===== config.mk =====
export PLATFORM = sky130hd
export DESIGN_NAME = disp_shadow_snoop
export DESIGN_NICKNAME = d
export VERILOG_FILES = /design/src/rtl/shadow_snoop_pkg.sv /design/src/rtl/snoop_sel_latch.sv /design/src/rtl/snoop_write_decode.sv /design/src/rtl/snoop_shadow_store.sv /design/src/rtl/disp_shadow_snoop.sv
export SDC_FILE = /design/constraint.sdc
export NUM_CORES = 1
export LEC_CHECK = 0
export ABC_AREA = 1
export ABC_CLOCK_PERIOD_IN_PS = 4600
export BUFFER_PORTS_ARGS = -buffer_cell sky130_fd_sc_hd__buf_2
export CAP_MARGIN = 20
export CORE_MARGIN = 2
export CORE_UTILIZATION = 55
export DETAILED_ROUTE_END_ITERATION = 12
export PLACE_DENSITY = 0.92
export SLEW_MARGIN = 20
export SYNTH_ARGS = -nofsm -noshare
export SYNTH_HDL_FRONTEND = slang
export SYNTH_SLANG_ARGS = --single-unit

===== constraint.sdc =====
create_clock -name clk -period 4.6 [get_ports clk]
set_input_delay 1.38 -clock clk [delete_from_list [all_inputs] [get_ports clk]]
set_output_delay 1.38 -clock clk [all_outputs]
set_load 0.005 [all_outputs]

===== src/rtl/shadow_snoop_pkg.sv =====
// Package: shared types for the display-register shadow.
// Assumes the select address is 8 bits split into chip, register and character.
package shadow_snoop_pkg;

    localparam int SEL_W  = 8;
    localparam int IDX_W  = 4;

    // Decoded operation kinds presented on op_kind.
    typedef enum logic [1:0] {
        OP_SELECT   = 2'b00,
        OP_WR_MAIN  = 2'b01,
        OP_WR_STAT0 = 2'b10,
        OP_WR_STAT1 = 2'b11
    } snoop_op_e;

    // Field layout of the select address, most significant first.
    typedef struct packed {
        logic [1:0]       chip;
        logic [1:0]       regn;
        logic [IDX_W-1:0] chr;
    } sel_addr_t;

endpackage


===== src/rtl/snoop_sel_latch.sv =====
// Module: snoop_sel_latch
// Holds the most recent select address seen on the bus.
// Assumes at most one operation per cycle; a select never coincides with a write.
module snoop_sel_latch
    import shadow_snoop_pkg::*;
(
    input  logic             clk,
    input  logic             rst_n,
    input  logic             op_valid,
    input  logic [1:0]       op_kind,
    input  logic [SEL_W-1:0] sel_addr,
    output sel_addr_t        sel_q
);

    logic take_sel;

    // Purpose: recognise a valid select operation.
    always_comb begin
        take_sel = op_valid && (snoop_op_e'(op_kind) == OP_SELECT);
    end

    // Purpose: latch the selection, cleared by reset.
    always_ff @(posedge clk) begin
        if (!rst_n) begin
            sel_q <= '0;
        end else if (take_sel) begin
            sel_q <= sel_addr_t'(sel_addr);
        end
    end

endmodule


===== src/rtl/snoop_write_decode.sv =====
// Module: snoop_write_decode
// Turns a write operation plus the latched selection into per-slot write enables.
// Assumes the target chip/register are fixed by parameter; character indices
// at or above NUM_CHARS never enable a slot.
module snoop_write_decode
    import shadow_snoop_pkg::*;
#(
    parameter int         NUM_CHARS   = 16,
    parameter logic [1:0] TARGET_CHIP = 2'd1,
    parameter logic [1:0] TARGET_REG  = 2'd3
) (
    input  logic                 op_valid,
    input  logic [1:0]           op_kind,
    input  sel_addr_t            sel_q,
    output logic [NUM_CHARS-1:0] main_we,
    output logic                 sign_we,
    output logic                 point_we
);

    logic reg_hit;
    logic is_main;
    logic is_s0;
    logic is_s1;

    // Purpose: classify the operation and test the latched register against the target.
    always_comb begin
        reg_hit  = (sel_q.chip == TARGET_CHIP) && (sel_q.regn == TARGET_REG);
        is_main  = op_valid && (snoop_op_e'(op_kind) == OP_WR_MAIN);
        is_s0    = op_valid && (snoop_op_e'(op_kind) == OP_WR_STAT0);
        is_s1    = op_valid && (snoop_op_e'(op_kind) == OP_WR_STAT1);
        sign_we  = is_s0 && reg_hit;
        point_we = is_s1 && reg_hit;
    end

    // One enable per shadow character slot.
    for (genvar gi = 0; gi < NUM_CHARS; gi++) begin : g_we
        // Purpose: enable slot gi when the latched character index points at it.
        always_comb begin
            main_we[gi] = is_main && reg_hit && (sel_q.chr == IDX_W'(gi));
        end
    end

endmodule


===== src/rtl/snoop_shadow_store.sv =====
// Module: snoop_shadow_store
// Shadow storage for the display register characters and two status digits.
// Detects value changes and raises a registered one-cycle change flag.
// Assumes at most one write enable is active per cycle.
module snoop_shadow_store #(
    parameter int NUM_CHARS = 16,
    parameter int CHAR_W    = 4
) (
    input  logic                          clk,
    input  logic                          rst_n,
    input  logic [NUM_CHARS-1:0]          main_we,
    input  logic                          sign_we,
    input  logic                          point_we,
    input  logic [CHAR_W-1:0]             wdata,
    output logic [NUM_CHARS*CHAR_W-1:0]   chars_flat,
    output logic [CHAR_W-1:0]             sign_q,
    output logic [CHAR_W-1:0]             point_q,
    output logic                          changed_q
);

    logic [NUM_CHARS-1:0] slot_diff;
    logic                 sign_diff;
    logic                 point_diff;

    for (genvar gi = 0; gi < NUM_CHARS; gi++) begin : g_slot
        logic [CHAR_W-1:0] slot_q;

        // Purpose: flag that this write would alter slot gi.
        always_comb begin
            slot_diff[gi] = main_we[gi] && (slot_q != wdata);
        end

        // Purpose: store one shadow character.
        always_ff @(posedge clk) begin
            if (!rst_n) begin
                slot_q <= '0;
            end else if (main_we[gi]) begin
                slot_q <= wdata;
            end
        end

        assign chars_flat[gi*CHAR_W +: CHAR_W] = slot_q;
    end

    // Purpose: flag status writes that alter a stored digit.
    always_comb begin
        sign_diff  = sign_we  && (sign_q  != wdata);
        point_diff = point_we && (point_q != wdata);
    end

    // Purpose: store the two status digits.
    always_ff @(posedge clk) begin
        if (!rst_n) begin
            sign_q  <= '0;
            point_q <= '0;
        end else begin
            if (sign_we) begin
                sign_q <= wdata;
            end
            if (point_we) begin
                point_q <= wdata;
            end
        end
    end

    // Purpose: register the change flag so it aligns with the new stored value.
    always_ff @(posedge clk) begin
        if (!rst_n) begin
            changed_q <= 1'b0;
        end else begin
            changed_q <= (|slot_diff) || sign_diff || point_diff;
        end
    end

endmodule


===== src/rtl/disp_shadow_snoop.sv =====
// Module: disp_shadow_snoop (top)
// Passive snooper that mirrors one RAM register plus its sign and
// decimal-position status characters, for a display engine.
// Assumes op_kind/sel_addr/wr_data come from an already decoded instruction
// stream, one operation per cycle, qualified by op_valid.
module disp_shadow_snoop
    import shadow_snoop_pkg::*;
#(
    parameter int         NUM_CHARS   = 16,
    parameter int         CHAR_W      = 4,
    parameter logic [1:0] TARGET_CHIP = 2'd1,
    parameter logic [1:0] TARGET_REG  = 2'd3
) (
    input  logic                        clk,
    input  logic                        rst_n,
    input  logic                        op_valid,
    input  logic [1:0]                  op_kind,
    input  logic [7:0]                  sel_addr,
    input  logic [CHAR_W-1:0]           wr_data,
    output logic [NUM_CHARS*CHAR_W-1:0] shadow_chars,
    output logic [CHAR_W-1:0]           sign_digit,
    output logic [CHAR_W-1:0]           point_digit,
    output logic                        changed
);

    sel_addr_t            sel_q;
    logic [NUM_CHARS-1:0] main_we;
    logic                 sign_we;
    logic                 point_we;

    snoop_sel_latch u_sel (
        .clk      (clk),
        .rst_n    (rst_n),
        .op_valid (op_valid),
        .op_kind  (op_kind),
        .sel_addr (sel_addr),
        .sel_q    (sel_q)
    );

    snoop_write_decode #(
        .NUM_CHARS   (NUM_CHARS),
        .TARGET_CHIP (TARGET_CHIP),
        .TARGET_REG  (TARGET_REG)
    ) u_dec (
        .op_valid (op_valid),
        .op_kind  (op_kind),
        .sel_q    (sel_q),
        .main_we  (main_we),
        .sign_we  (sign_we),
        .point_we (point_we)
    );

    snoop_shadow_store #(
        .NUM_CHARS (NUM_CHARS),
        .CHAR_W    (CHAR_W)
    ) u_store (
        .clk        (clk),
        .rst_n      (rst_n),
        .main_we    (main_we),
        .sign_we    (sign_we),
        .point_we   (point_we),
        .wdata      (wr_data),
        .chars_flat (shadow_chars),
        .sign_q     (sign_digit),
        .point_q    (point_digit),
        .changed_q  (changed)
    );

endmodule


==> qor.txt <==
DP HPWL: 8010 um
largest net degree at the start of global routing: 79
EDFF count, synth: 0
vias in the first global route: 4047
Hold WS: 0.484 ns
fraction of registers with async set/reset: 0%
Vias: 4450
die width: 91.6 um
synth top area cells: dfxtp_1, nand2_1, o21ai_0
leading area contributor after synthesis: dfxtp_1
final setup violation count: 0
synthesized area: 0.00422 mm2
Syn Inst Count: 615
Setup WS pre-CTS: 1.10 ns
total CTS buffers: 9
total track usage: 28.5%
gpl congestion: 0.867
grt ovf: 0
crit path launch type: input pin
Root Driver: clkbuf_8
initial DRC count: 416
Pleak: 2.39 nW
Post-DRT Antenna Nets: 0
library cells used by synthesis: 24
synth warn: 0
top cells by count, synth: nand2_1, dfxtp_1, o21ai_0
number of diodes: 0
syn_nets: 632
MaxCap Viol Count: 0
initial antenna violation count: 0
worst vdd ir: 146 uV
top-count cell post-synth: nand2_1
worst-case clock skew: 0.0113 ns
post-route cell area: 0.00487 mm2
maximum fanout along the worst path: 24
post-CTS sizing: 0
IO Port Bufs: 89
Tcrit/Tclk final: 70.3%
CP arrival: 3.49 ns
first-pass GRT wire length: 19200 um
FF/Latch Area: 0.00162 mm2
WL final: 12100 um
drt pass-1 iters: 7
Setup Crit Path Kind: input pin to flip-flop
setup slack after layout: 1.37 ns
Std-Cell Rows: 31
TritonCTS clock tree: done
area grow syn2layout: 15.3%
Slew Viols, Final: 0
Ports: 90
starting density of the core: 57.6%
Setup Fix Bufs, Post-CTS: 0
Worst-path clk slew: 0.08 ns
Synth Area per Inst: 6.86 um2
layout cells sized above 1: 18.4%
die area: 0.00839 mm2
Die Y: 91.6 um
Yosys top cell area share: 38.4%
clk buf depth: 2
later-pin clock latency in the skew report: 0.37 ns
fill count: 611
dpl cell area: 0.00465 mm2
H-Tree Depth: 3
Worst setup EP type: flip-flop
post-synthesis sequential area ratio: 38.4%
outcome: finished, final reports clean
WP data required: 4.86 ns
slew margin rel.: 43.7%
post-route setup TNS: 0 ns
number of synthesized register bits: 81
Hold Vio Cnt, Final: 0
Via density: 5.63
# hold bufs at CTS: 0
Tightest Hold Check Type: flip-flop to flip-flop
RSZ-0062 raised after global routing: false
fin util: 66.4%
multi-input logic area: 0.00222 mm2
ys flop type: dfxtp_1
worst slew pin tran: 0.843 ns
Max Fclk: 309 MHz
minimum clock period: 3.23 ns
NumNets Final: 704
pwr/cell area: 287 mW/mm2
Residual DRC: 0
DR WL/cell: 15.3 um
CTS Sinks: 81
core box area: 0.00733 mm2
==> final timing paths <==
path / cells past startpoint / slack, ns / startpoint / end
worst min-delay path: 2 / 0.48 / u_sel.sel_q[7] / u_sel.sel_q[7]
worst min register to register: 2 / 0.48 / u_sel.sel_q[7] / u_sel.sel_q[7]
worst max-delay path: 12 / 1.37 / wr_data[0] / u_store.changed_q
worst max register to register: 8 / 2.74 / u_sel.sel_q[5] / u_store.changed_q
==> layout make-up <==
| cell class | count | share of cell area, % |
|---|---|---|
| Sequential cell | 81 | 33.3 |
| Tap cell | 99 | 2.54 |
| Multi-Input combinational cell | 441 | 45.6 |
| Inverter | 65 | 5.01 |
| Clock inverter | 5 | 1.65 |
| Clock buffer | 11 | 2.70 |
| Timing Repair Buffer | 89 | 9.20 |
==> layout by cell type, fill, tap and decap left out, types with 2 or more instances in the layout <==
| master | instances |
|---|---|
| clkinvlp_4 | 2 |
| nand2_2 | 5 |
| nor3_1 | 2 |
| inv_1 | 62 |
| clkbuf_8 | 9 |
| xnor2_1 | 33 |
| nand2_1 | 157 |
| a21oi_1 | 75 |
| nor3_2 | 4 |
| bufinv_16 | 2 |
| nor2_1 | 59 |
| nor3_4 | 2 |
| nor2_2 | 3 |
| nand3_1 | 3 |
| nand4_1 | 10 |
| xor2_1 | 4 |
| buf_2 | 88 |
| inv_2 | 3 |
| dfxtp_1 | 81 |
| o21ai_0 | 77 |
| clkbuf_1 | 2 |
| nor2_8 | 4 |
==> flip-flops by register name, summed over array words and instances (netlist names) <==
register               cells
u_store.g_slot.slot_q     64
u_sel.sel_q                8
u_store.point_q            4
u_store.sign_q             4
u_store.changed_q          1
==> critical path, cell delays in order <==
cell and delay [ns]:
buf_2 0.49, inv_1 0.58, nand2_1 0.18, nand2_1 0.07
nor2_1 0.20, nand2_1 0.09, nand2_1 0.07, nand2_1 0.06
nor2_1 0.10, nand2_1 0.07, nor2_1 0.12, a21oi_1 0.08
==> metrics by stage <==
| step | total power, W | cells |
|---|---|---|
| after floorplan | 0.000808 | 615 |
| after global routing | 0.00143 | 791 |
| after CTS | 0.00139 | 791 |
| after detailed placement | 0.000834 | 775 |
| after global placement | 0.000830 | 775 |
| final | 0.00140 | 791 |
==> cell families (layout without fill, tap and decap cells) <==
| group | after synthesis | after routing | synth area share, % |
|---|---|---|---|
| and+or+nand+nor | 252 | 252 | 26.9 |
| DFF | 81 | 81 | 38.4 |
| buffers and inverters | 93 | 170 | 9.04 |
| xor gates and xnor gates | 37 | 37 | 7.68 |
| AOI/OAI and AO/OA | 152 | 152 | 18.0 |
==> routing by layer <==
layer / routed length, um / share of wire, % / vias to the layer above / global-route usage [%]
li1: - / - / 2095 / -
met1: 4980 / 41 / 2054 / 36.2
met2: 5720 / 47 / 255 / 47.4
met3: 965 / 8.0 / 46 / 3.86
met4: 419 / 3.5 / 0 / 14.3
met5: 0 / 0 / - / 0
==> power breakdown <==
group	internal, W	total, W	switching [W]
clock	0.000305	0.000575	0.000270
sequential	0.000704	0.000707	0.00000302
combinational	0.0000329	0.000114	0.0000811
Power figures use the tool's default switching activity.
